===== src/rtl/flash_cmd_pkg.sv =====
package flash_cmd_pkg;
    localparam logic [7:0] CODE_PROG    = 8'h40;
    localparam logic [7:0] CODE_ERASE   = 8'h20;
    localparam logic [7:0] CODE_ERALL   = 8'hA7;
    localparam logic [7:0] CODE_LOCK    = 8'h77;
    localparam logic [7:0] CODE_READ    = 8'hFF;
    localparam logic [7:0] CODE_CLR     = 8'h50;
    localparam logic [7:0] CODE_CONFIRM = 8'hD0;

    typedef enum logic [1:0] {ST_IDLE, ST_WAIT2, ST_BUSY} seq_st_e;
    typedef enum logic [1:0] {OP_PROG = 2'd0, OP_ERASE = 2'd1,
                              OP_ERALL = 2'd2, OP_LOCK = 2'd3} arr_op_e;
    typedef enum logic [2:0] {CMD_PROG, CMD_ERASE, CMD_ERALL, CMD_LOCK,
                              CMD_READ, CMD_CLR, CMD_BAD} cmd_e;
endpackage


===== src/rtl/flash_cmd_decode.sv =====
module flash_cmd_decode
    import flash_cmd_pkg::*;
(
    input  logic [7:0] code,
    output cmd_e       cmd,
    output logic       is_confirm,
    output logic       is_rdarr
);
    always_comb begin
        is_confirm = (code == CODE_CONFIRM);
        is_rdarr   = (code == CODE_READ);
        case (code)
            CODE_PROG:  cmd = CMD_PROG;
            CODE_ERASE: cmd = CMD_ERASE;
            CODE_ERALL: cmd = CMD_ERALL;
            CODE_LOCK:  cmd = CMD_LOCK;
            CODE_READ:  cmd = CMD_READ;
            CODE_CLR:   cmd = CMD_CLR;
            default:    cmd = CMD_BAD;
        endcase
    end
endmodule


===== src/rtl/flash_lock_bank.sv =====
module flash_lock_bank #(
    parameter int                       BLK_W   = 3,
    parameter logic [(1<<BLK_W)-1:0]    RST_VAL = '0
) (
    input  logic                     clk,
    input  logic                     rst_n,
    input  logic                     set_en,
    input  logic [BLK_W-1:0]         set_idx,
    input  logic [(1<<BLK_W)-1:0]    clr_mask,
    output logic [(1<<BLK_W)-1:0]    lock_o
);
    localparam int NBLK = 1 << BLK_W;

    logic [NBLK-1:0] lock_d, lock_q;

    always_comb begin
        lock_d = lock_q & ~clr_mask;
        if (set_en) lock_d[set_idx] = 1'b1;
    end

    always_ff @(posedge clk or negedge rst_n) begin
        if (!rst_n) lock_q <= RST_VAL;
        else        lock_q <= lock_d;
    end

    assign lock_o = lock_q;
endmodule


===== src/rtl/flash_cmd_seq.sv =====
module flash_cmd_seq
    import flash_cmd_pkg::*;
#(
    parameter int                    BLK_W    = 3,
    parameter int                    DATA_W   = 16,
    parameter logic [(1<<BLK_W)-1:0] LOCK_RST = 'h81
) (
    input  logic                     clk,
    input  logic                     rst_n,
    input  logic                     wr_en,
    input  logic [DATA_W-1:0]        wr_data,
    input  logic [BLK_W-1:0]         wr_blk,
    input  logic                     lock_dis,
    input  logic                     arr_done,
    input  logic                     arr_fail,
    output logic                     arr_start,
    output logic [1:0]               arr_op,
    output logic [BLK_W-1:0]         arr_blk,
    output logic [DATA_W-1:0]        arr_data,
    output logic [(1<<BLK_W)-1:0]    arr_mask,
    output logic                     rdy,
    output logic [1:0]               stat_err,
    output logic                     read_array,
    output logic [(1<<BLK_W)-1:0]    lock_state
);
    localparam int NBLK = 1 << BLK_W;
    localparam logic [NBLK-1:0] ONE_HOT0 = {{(NBLK-1){1'b0}}, 1'b1};

    typedef struct packed {
        seq_st_e             st;
        arr_op_e             op;
        logic [BLK_W-1:0]    blk;
        logic [DATA_W-1:0]   data;
        logic [NBLK-1:0]     mask;
        logic                err_hi;
        logic                err_lo;
        logic                rd_arr;
        logic                start;
    } seq_s;

    seq_s q, d;

    cmd_e            cmd;
    logic            is_confirm, is_rdarr;
    logic            lock_set_en;
    logic [NBLK-1:0] lock_clr;
    logic [NBLK-1:0] locks;
    logic            blk_locked;

    flash_cmd_decode dec_i (
        .code       (wr_data[7:0]),
        .cmd        (cmd),
        .is_confirm (is_confirm),
        .is_rdarr   (is_rdarr)
    );

    flash_lock_bank #(.BLK_W(BLK_W), .RST_VAL(LOCK_RST)) lock_i (
        .clk      (clk),
        .rst_n    (rst_n),
        .set_en   (lock_set_en),
        .set_idx  (q.blk),
        .clr_mask (lock_clr),
        .lock_o   (locks)
    );

    assign blk_locked = locks[wr_blk] && !lock_dis;

    always_comb begin
        d           = q;
        d.start     = 1'b0;
        lock_set_en = 1'b0;
        lock_clr    = '0;
        case (q.st)
            ST_IDLE: if (wr_en) begin
                case (cmd)
                    CMD_PROG, CMD_ERASE, CMD_ERALL, CMD_LOCK: begin
                        d.rd_arr = 1'b0;
                        if (q.err_hi || q.err_lo) begin
                            d.err_hi = 1'b1;
                            d.err_lo = 1'b1;
                        end else begin
                            d.st = ST_WAIT2;
                            case (cmd)
                                CMD_PROG:  d.op = OP_PROG;
                                CMD_ERASE: d.op = OP_ERASE;
                                CMD_ERALL: d.op = OP_ERALL;
                                default:   d.op = OP_LOCK;
                            endcase
                        end
                    end
                    CMD_READ: d.rd_arr = 1'b1;
                    CMD_CLR: begin
                        d.err_hi = 1'b0;
                        d.err_lo = 1'b0;
                        d.rd_arr = 1'b0;
                    end
                    default: begin
                        d.err_hi = 1'b1;
                        d.err_lo = 1'b1;
                        d.rd_arr = 1'b0;
                    end
                endcase
            end
            ST_WAIT2: if (wr_en) begin
                d.st   = ST_IDLE;
                d.blk  = wr_blk;
                d.data = wr_data;
                d.mask = ONE_HOT0 << wr_blk;
                if (q.op == OP_PROG) begin
                    if (blk_locked) d.err_lo = 1'b1;
                    else begin
                        d.st    = ST_BUSY;
                        d.start = 1'b1;
                    end
                end else if (is_rdarr) begin
                    d.rd_arr = 1'b1;
                end else if (!is_confirm) begin
                    d.err_hi = 1'b1;
                    d.err_lo = 1'b1;
                end else if (q.op == OP_ERASE && blk_locked) begin
                    d.err_hi = 1'b1;
                end else begin
                    if (q.op == OP_ERALL) d.mask = lock_dis ? '1 : ~locks;
                    d.st    = ST_BUSY;
                    d.start = 1'b1;
                end
            end
            default: if (arr_done) begin
                d.st = ST_IDLE;
                if (arr_fail) begin
                    if (q.op == OP_ERASE || q.op == OP_ERALL) d.err_hi = 1'b1;
                    else                                      d.err_lo = 1'b1;
                end else begin
                    lock_set_en = (q.op == OP_LOCK);
                    if (q.op == OP_ERASE || q.op == OP_ERALL) lock_clr = q.mask;
                end
            end
        endcase
    end

    always_ff @(posedge clk or negedge rst_n) begin
        if (!rst_n) begin
            q <= '{st: ST_IDLE, op: OP_PROG, blk: '0, data: '0, mask: '0,
                   err_hi: 1'b0, err_lo: 1'b0, rd_arr: 1'b1, start: 1'b0};
        end else begin
            q <= d;
        end
    end

    assign arr_start  = q.start;
    assign arr_op     = q.op;
    assign arr_blk    = q.blk;
    assign arr_data   = q.data;
    assign arr_mask   = q.mask;
    assign rdy        = (q.st != ST_BUSY);
    assign stat_err   = {q.err_hi, q.err_lo};
    assign read_array = q.rd_arr;
    assign lock_state = locks;
endmodule


===== config.mk =====
export PLATFORM = sky130hd
export DESIGN_NAME = flash_cmd_seq
export DESIGN_NICKNAME = d
export VERILOG_FILES = /design/src/rtl/flash_cmd_pkg.sv /design/src/rtl/flash_cmd_decode.sv /design/src/rtl/flash_lock_bank.sv /design/src/rtl/flash_cmd_seq.sv
export SDC_FILE = /design/constraint.sdc
export NUM_CORES = 1
export LEC_CHECK = 0
export ABC_AREA = 1
export BUFFER_PORTS_ARGS = -buffer_cell sky130_fd_sc_hd__buf_4
export CAP_MARGIN = 25
export CORE_UTILIZATION = 54
export DETAILED_ROUTE_END_ITERATION = 8
export PLACE_DENSITY = 0.81
export SETUP_SLACK_MARGIN = 0.5
export SLEW_MARGIN = 40
export SYNTH_ARGS = -nofsm -noshare
export SYNTH_HDL_FRONTEND = slang
export SYNTH_HIERARCHICAL = 1
export SYNTH_SLANG_ARGS = --single-unit

===== constraint.sdc =====
create_clock -name clk -period 2.2 [get_ports clk]
set_clock_uncertainty 0.15 [all_clocks]
set_input_delay 0.33 -clock clk [delete_from_list [all_inputs] [get_ports clk]]
set_output_delay 0.33 -clock clk [all_outputs]
set_load 0.01 [all_outputs]

==> impl_metrics.toml <==
[drt]
drc = 0
drtIter0Drc = 341
wl_mm = 6.520
routed_via_density = 5.104
drt-pass1-iter-count = 5
wl_per_cell_um = 13.25
via_count = 2511
ant_nets = 0

[floorplan]
fp-row-count = 25
fp.dieW_um = 72.62
coreArea_um2 = 4755
ioPinCount = 67
die-area_um2 = 5273
die_h_um = 72.62
start_util_pct = 56.63

[setup_path]
critPathLaunchType = "register"
r2r_setup_slack_ns = 0.47
end_kind = "register"
critPathArrivalTime_ns = 1.77
cp.required_ns = 2.24
worstSetupPathType = "register to register"
ff2ff_path_depth = 9
r2r-end = "arr_mask[4]$_DFFE_PN0P_"
r2r_start = "lock_i/lock_o[0]$_DFF_PN1_"
crit_fanout = 8

[place]
io_buffers = 66
dp_hpwl_mm = 4.386
routabilityCongestion = 0.8773
dp_worst_setup_slack_ns = 0.1811

[power_and_ir_drop]
power_density_nw_per_um2 = 522.8
p_switching_mw = 0.5162
p_comb_share_pct = 19.8
p_clk_share_pct = 28.9
switching_share_pct = 29.32
pwr-share-seq_pct = 51.4
p_int_mw = 1.245
ir_drop_v = 0.0003773
power_mw = 1.761
leakage_nw = 1.745

[cts]
numCtsBuffers = 5
clock-sinks = 43
tritoncts = "done"
htreeDepth = 2
cts_buffer_depth = 2
clkTransAtPathRegs_ns = 0.09
cts_root_buf = "clkbuf_8"
worst_skew_pair.late_latency_ns = 0.30

[global_routing]
met3_usage_pct = 5.110
grt_max_degree = 44
grt-busiest-layer = "met2"
grtUsageMet1_pct = 33.18
met2_usage_pct = 42.06
grt_overflow = 0
antenna_found_initial = 0
grt_pass1_wl_mm = 10.18
grt_pass1_vias = 2262
grt_use_total_pct = 25.27

[sta]
setup_slack_ns = 0.4708
setup_viol = 0
finalCriticalPeriod_ns = 1.729
finalCritPeriodShare_pct = 78.60
rsz0062_at_grt = "true"
maxSlewHeadroom_pct = 63.23
fmax_mhz = 578.3
setup-tns-final_ns = 0
drv_slew = 0
finalHoldViolCount = 0
tightest_slew_ns = 0.5516

[synth]
syn_area_um2 = 2693
async_flop_share_pct = 100.0
synth_nets = 404
syn_avg_cell_area_um2 = 7.180
synth_adder_area_share_pct = 1.859
synth.area.top_cells = "dfrtp_1 (37%), nand2_1 (19%), buf_4 (8.6%), inv_1 (4.7%), nand3_1 (3.2%)"
synth_seq_area_share_pct = 40.10
synth_top_family_by_area = "simple AND/OR/NAND/NOR gates"
syn_inst = 375
ys_seq_elements = 43
synth_top_cell_by_area = "dfrtp_1"
synthMuxAreaShare_pct = 0
ys_types = 32
post-synth-top-area-fraction_pct = 37.17
synth_edf_count = 0
ys.flop_type = "dfrtp_1"
synth_simple_gate_area_share_pct = 37.22
synth_compound_area_share_pct = 4.322
yosys_warnings = 6
synth_xor_area_share_pct = 0

[min_path]
worstHoldPathType = "input pin to register"
holdPathEnd = "arr_data[9]$_DFFE_PN0P_"
holdPathStages = 3
worstHoldStart = "wr_data[9]"

[run]
maxCapViolations = 0

[layout]
drive_gt1_share_pct = 37.65
antenna-diode-count = 0
area_growth_pct = 25.09
fill_cells = 400
nets = 453

[run_status]
status = "completed"
-- how the worst max path moves through the flow --
stage	startpoint	endpoint	cells after the start
6_report	lock_i/lock_o[0]$_DFF_PN1_	arr_mask[4]$_DFFE_PN0P_	9
3_5_place_dp	wr_data[5]	arr_mask[5]$_DFFE_PN0P_	10
3_3_place_gp	wr_data[5]	arr_mask[5]$_DFFE_PN0P_	10
2_1_floorplan	wr_data[3]	stat_err[0]$_DFFE_PN0P_	10
4_1_cts	lock_i/lock_o[0]$_DFF_PN1_	arr_mask[5]$_DFFE_PN0P_	9
5_1_grt	lock_i/lock_o[0]$_DFF_PN1_	stat_err[1]$_DFFE_PN0P_	11
-- power by group through the flow --
stage / Clock (mW) / Sequential [mW] / Combinational [mW]
4_1_cts: 0.512 / 0.905 / 0.332
3_5_place_dp: 0 / 0.919 / 0.328
5_1_grt: 0.541 / 0.913 / 0.390
2_1_floorplan: 0 / 0.907 / 0.238
6_report: 0.509 / 0.904 / 0.348
3_3_place_gp: 0 / 0.918 / 0.324
-- registers in the layout, indices dropped and copies added (netlist names) --
signal and count:
arr_data 16, arr_op 2, lock_i/lock_o 8, stat_err 2, arr_start 1, read_array 1, q 2, arr_blk 3
arr_mask 8
-- per-stage QoR --
stage	instances	util, %	cell area [um2]	hold slack [ns]
finish	492	70.84	3368	0.06972
global route	492	70.84	3368	0.08135
CTS	485	66.71	3172	0.06728
detailed placement	472	63.89	3038	0.2059
global placement	472	63.89	3038	0.1998
floorplan	375	-	2715	-0.1156
-- logic make-up (layout without fill, tap and decap cells) --
logic type	count (synthesis)	after routing
adder cells (fa/ha/maj)	4	4
flip-flops	43	43
AO/OA/AOI/OAI	21	21
AND/OR/NAND/NOR	223	224
buffers and inverters	84	133
-- worst max-delay path: stages (launching register included) --
cell and delay (ns):
dfstp_2 0.58, nand2_2 0.06, nand2_2 0.08, nor2_4 0.04, nor2_4 0.14, nand3_4 0.15
nand3_4 0.18, nand2_1 0.08, nand3_1 0.08, o21ai_1 0.07
-- cell usage in the layout (no fill, tap or decap), drive strengths merged, types with 6 or more instances in the layout --
master,n
buf,78
clkbuf,6
dfrtp,40
inv,46
nand2,147
nand3,20
nand4,12
nor2,29
nor3,11
o21ai,17
-- repair_timing --
action                                  in CTS  in global routing
pin swaps                                    1                 22
endpoints found under the hold margin       40                  0
buffers inserted                             4                  6
endpoints found under the setup margin      16                 20
hold buffers                                 1                  0
resized for setup                            2                 43
cloned                                       0                  1
-- layout make-up --
type	count	area (um2)	share of cell area [%]
clock inverter	2	12.51	0.3715
inverter	46	172.7	5.126
tap	67	83.83	2.489
timing repair buffer	79	610.6	18.13
clock buffer	6	72.57	2.155
multi-input combinational	249	1335	39.64
sequential	43	1081	32.10
-- synth_stat cells, types with 2 or more instances --
cell,count
nor2_2,5
clkbuf_1,2
nor4_1,2
nand3_1,17
ha_1,4
nand3_2,2
buf_4,31
nand2_2,8
o21ai_1,14
o21ai_0,2
nor2_1,21
nand4_1,11
dfrtp_1,40
nor3_1,10
buf_2,4
nand2_1,138
inv_1,34
nor2_4,3
inv_2,12
dfstp_2,3
-- layer usage --
metal | part of all wire [%] | up-vias
li1 | - | 1240
met1 | 42 | 1142
met2 | 50 | 112
met3 | 5.9 | 17
met4 | 2.0 | 0
met5 | 0 | -
(Power assumes the default switching activity.)
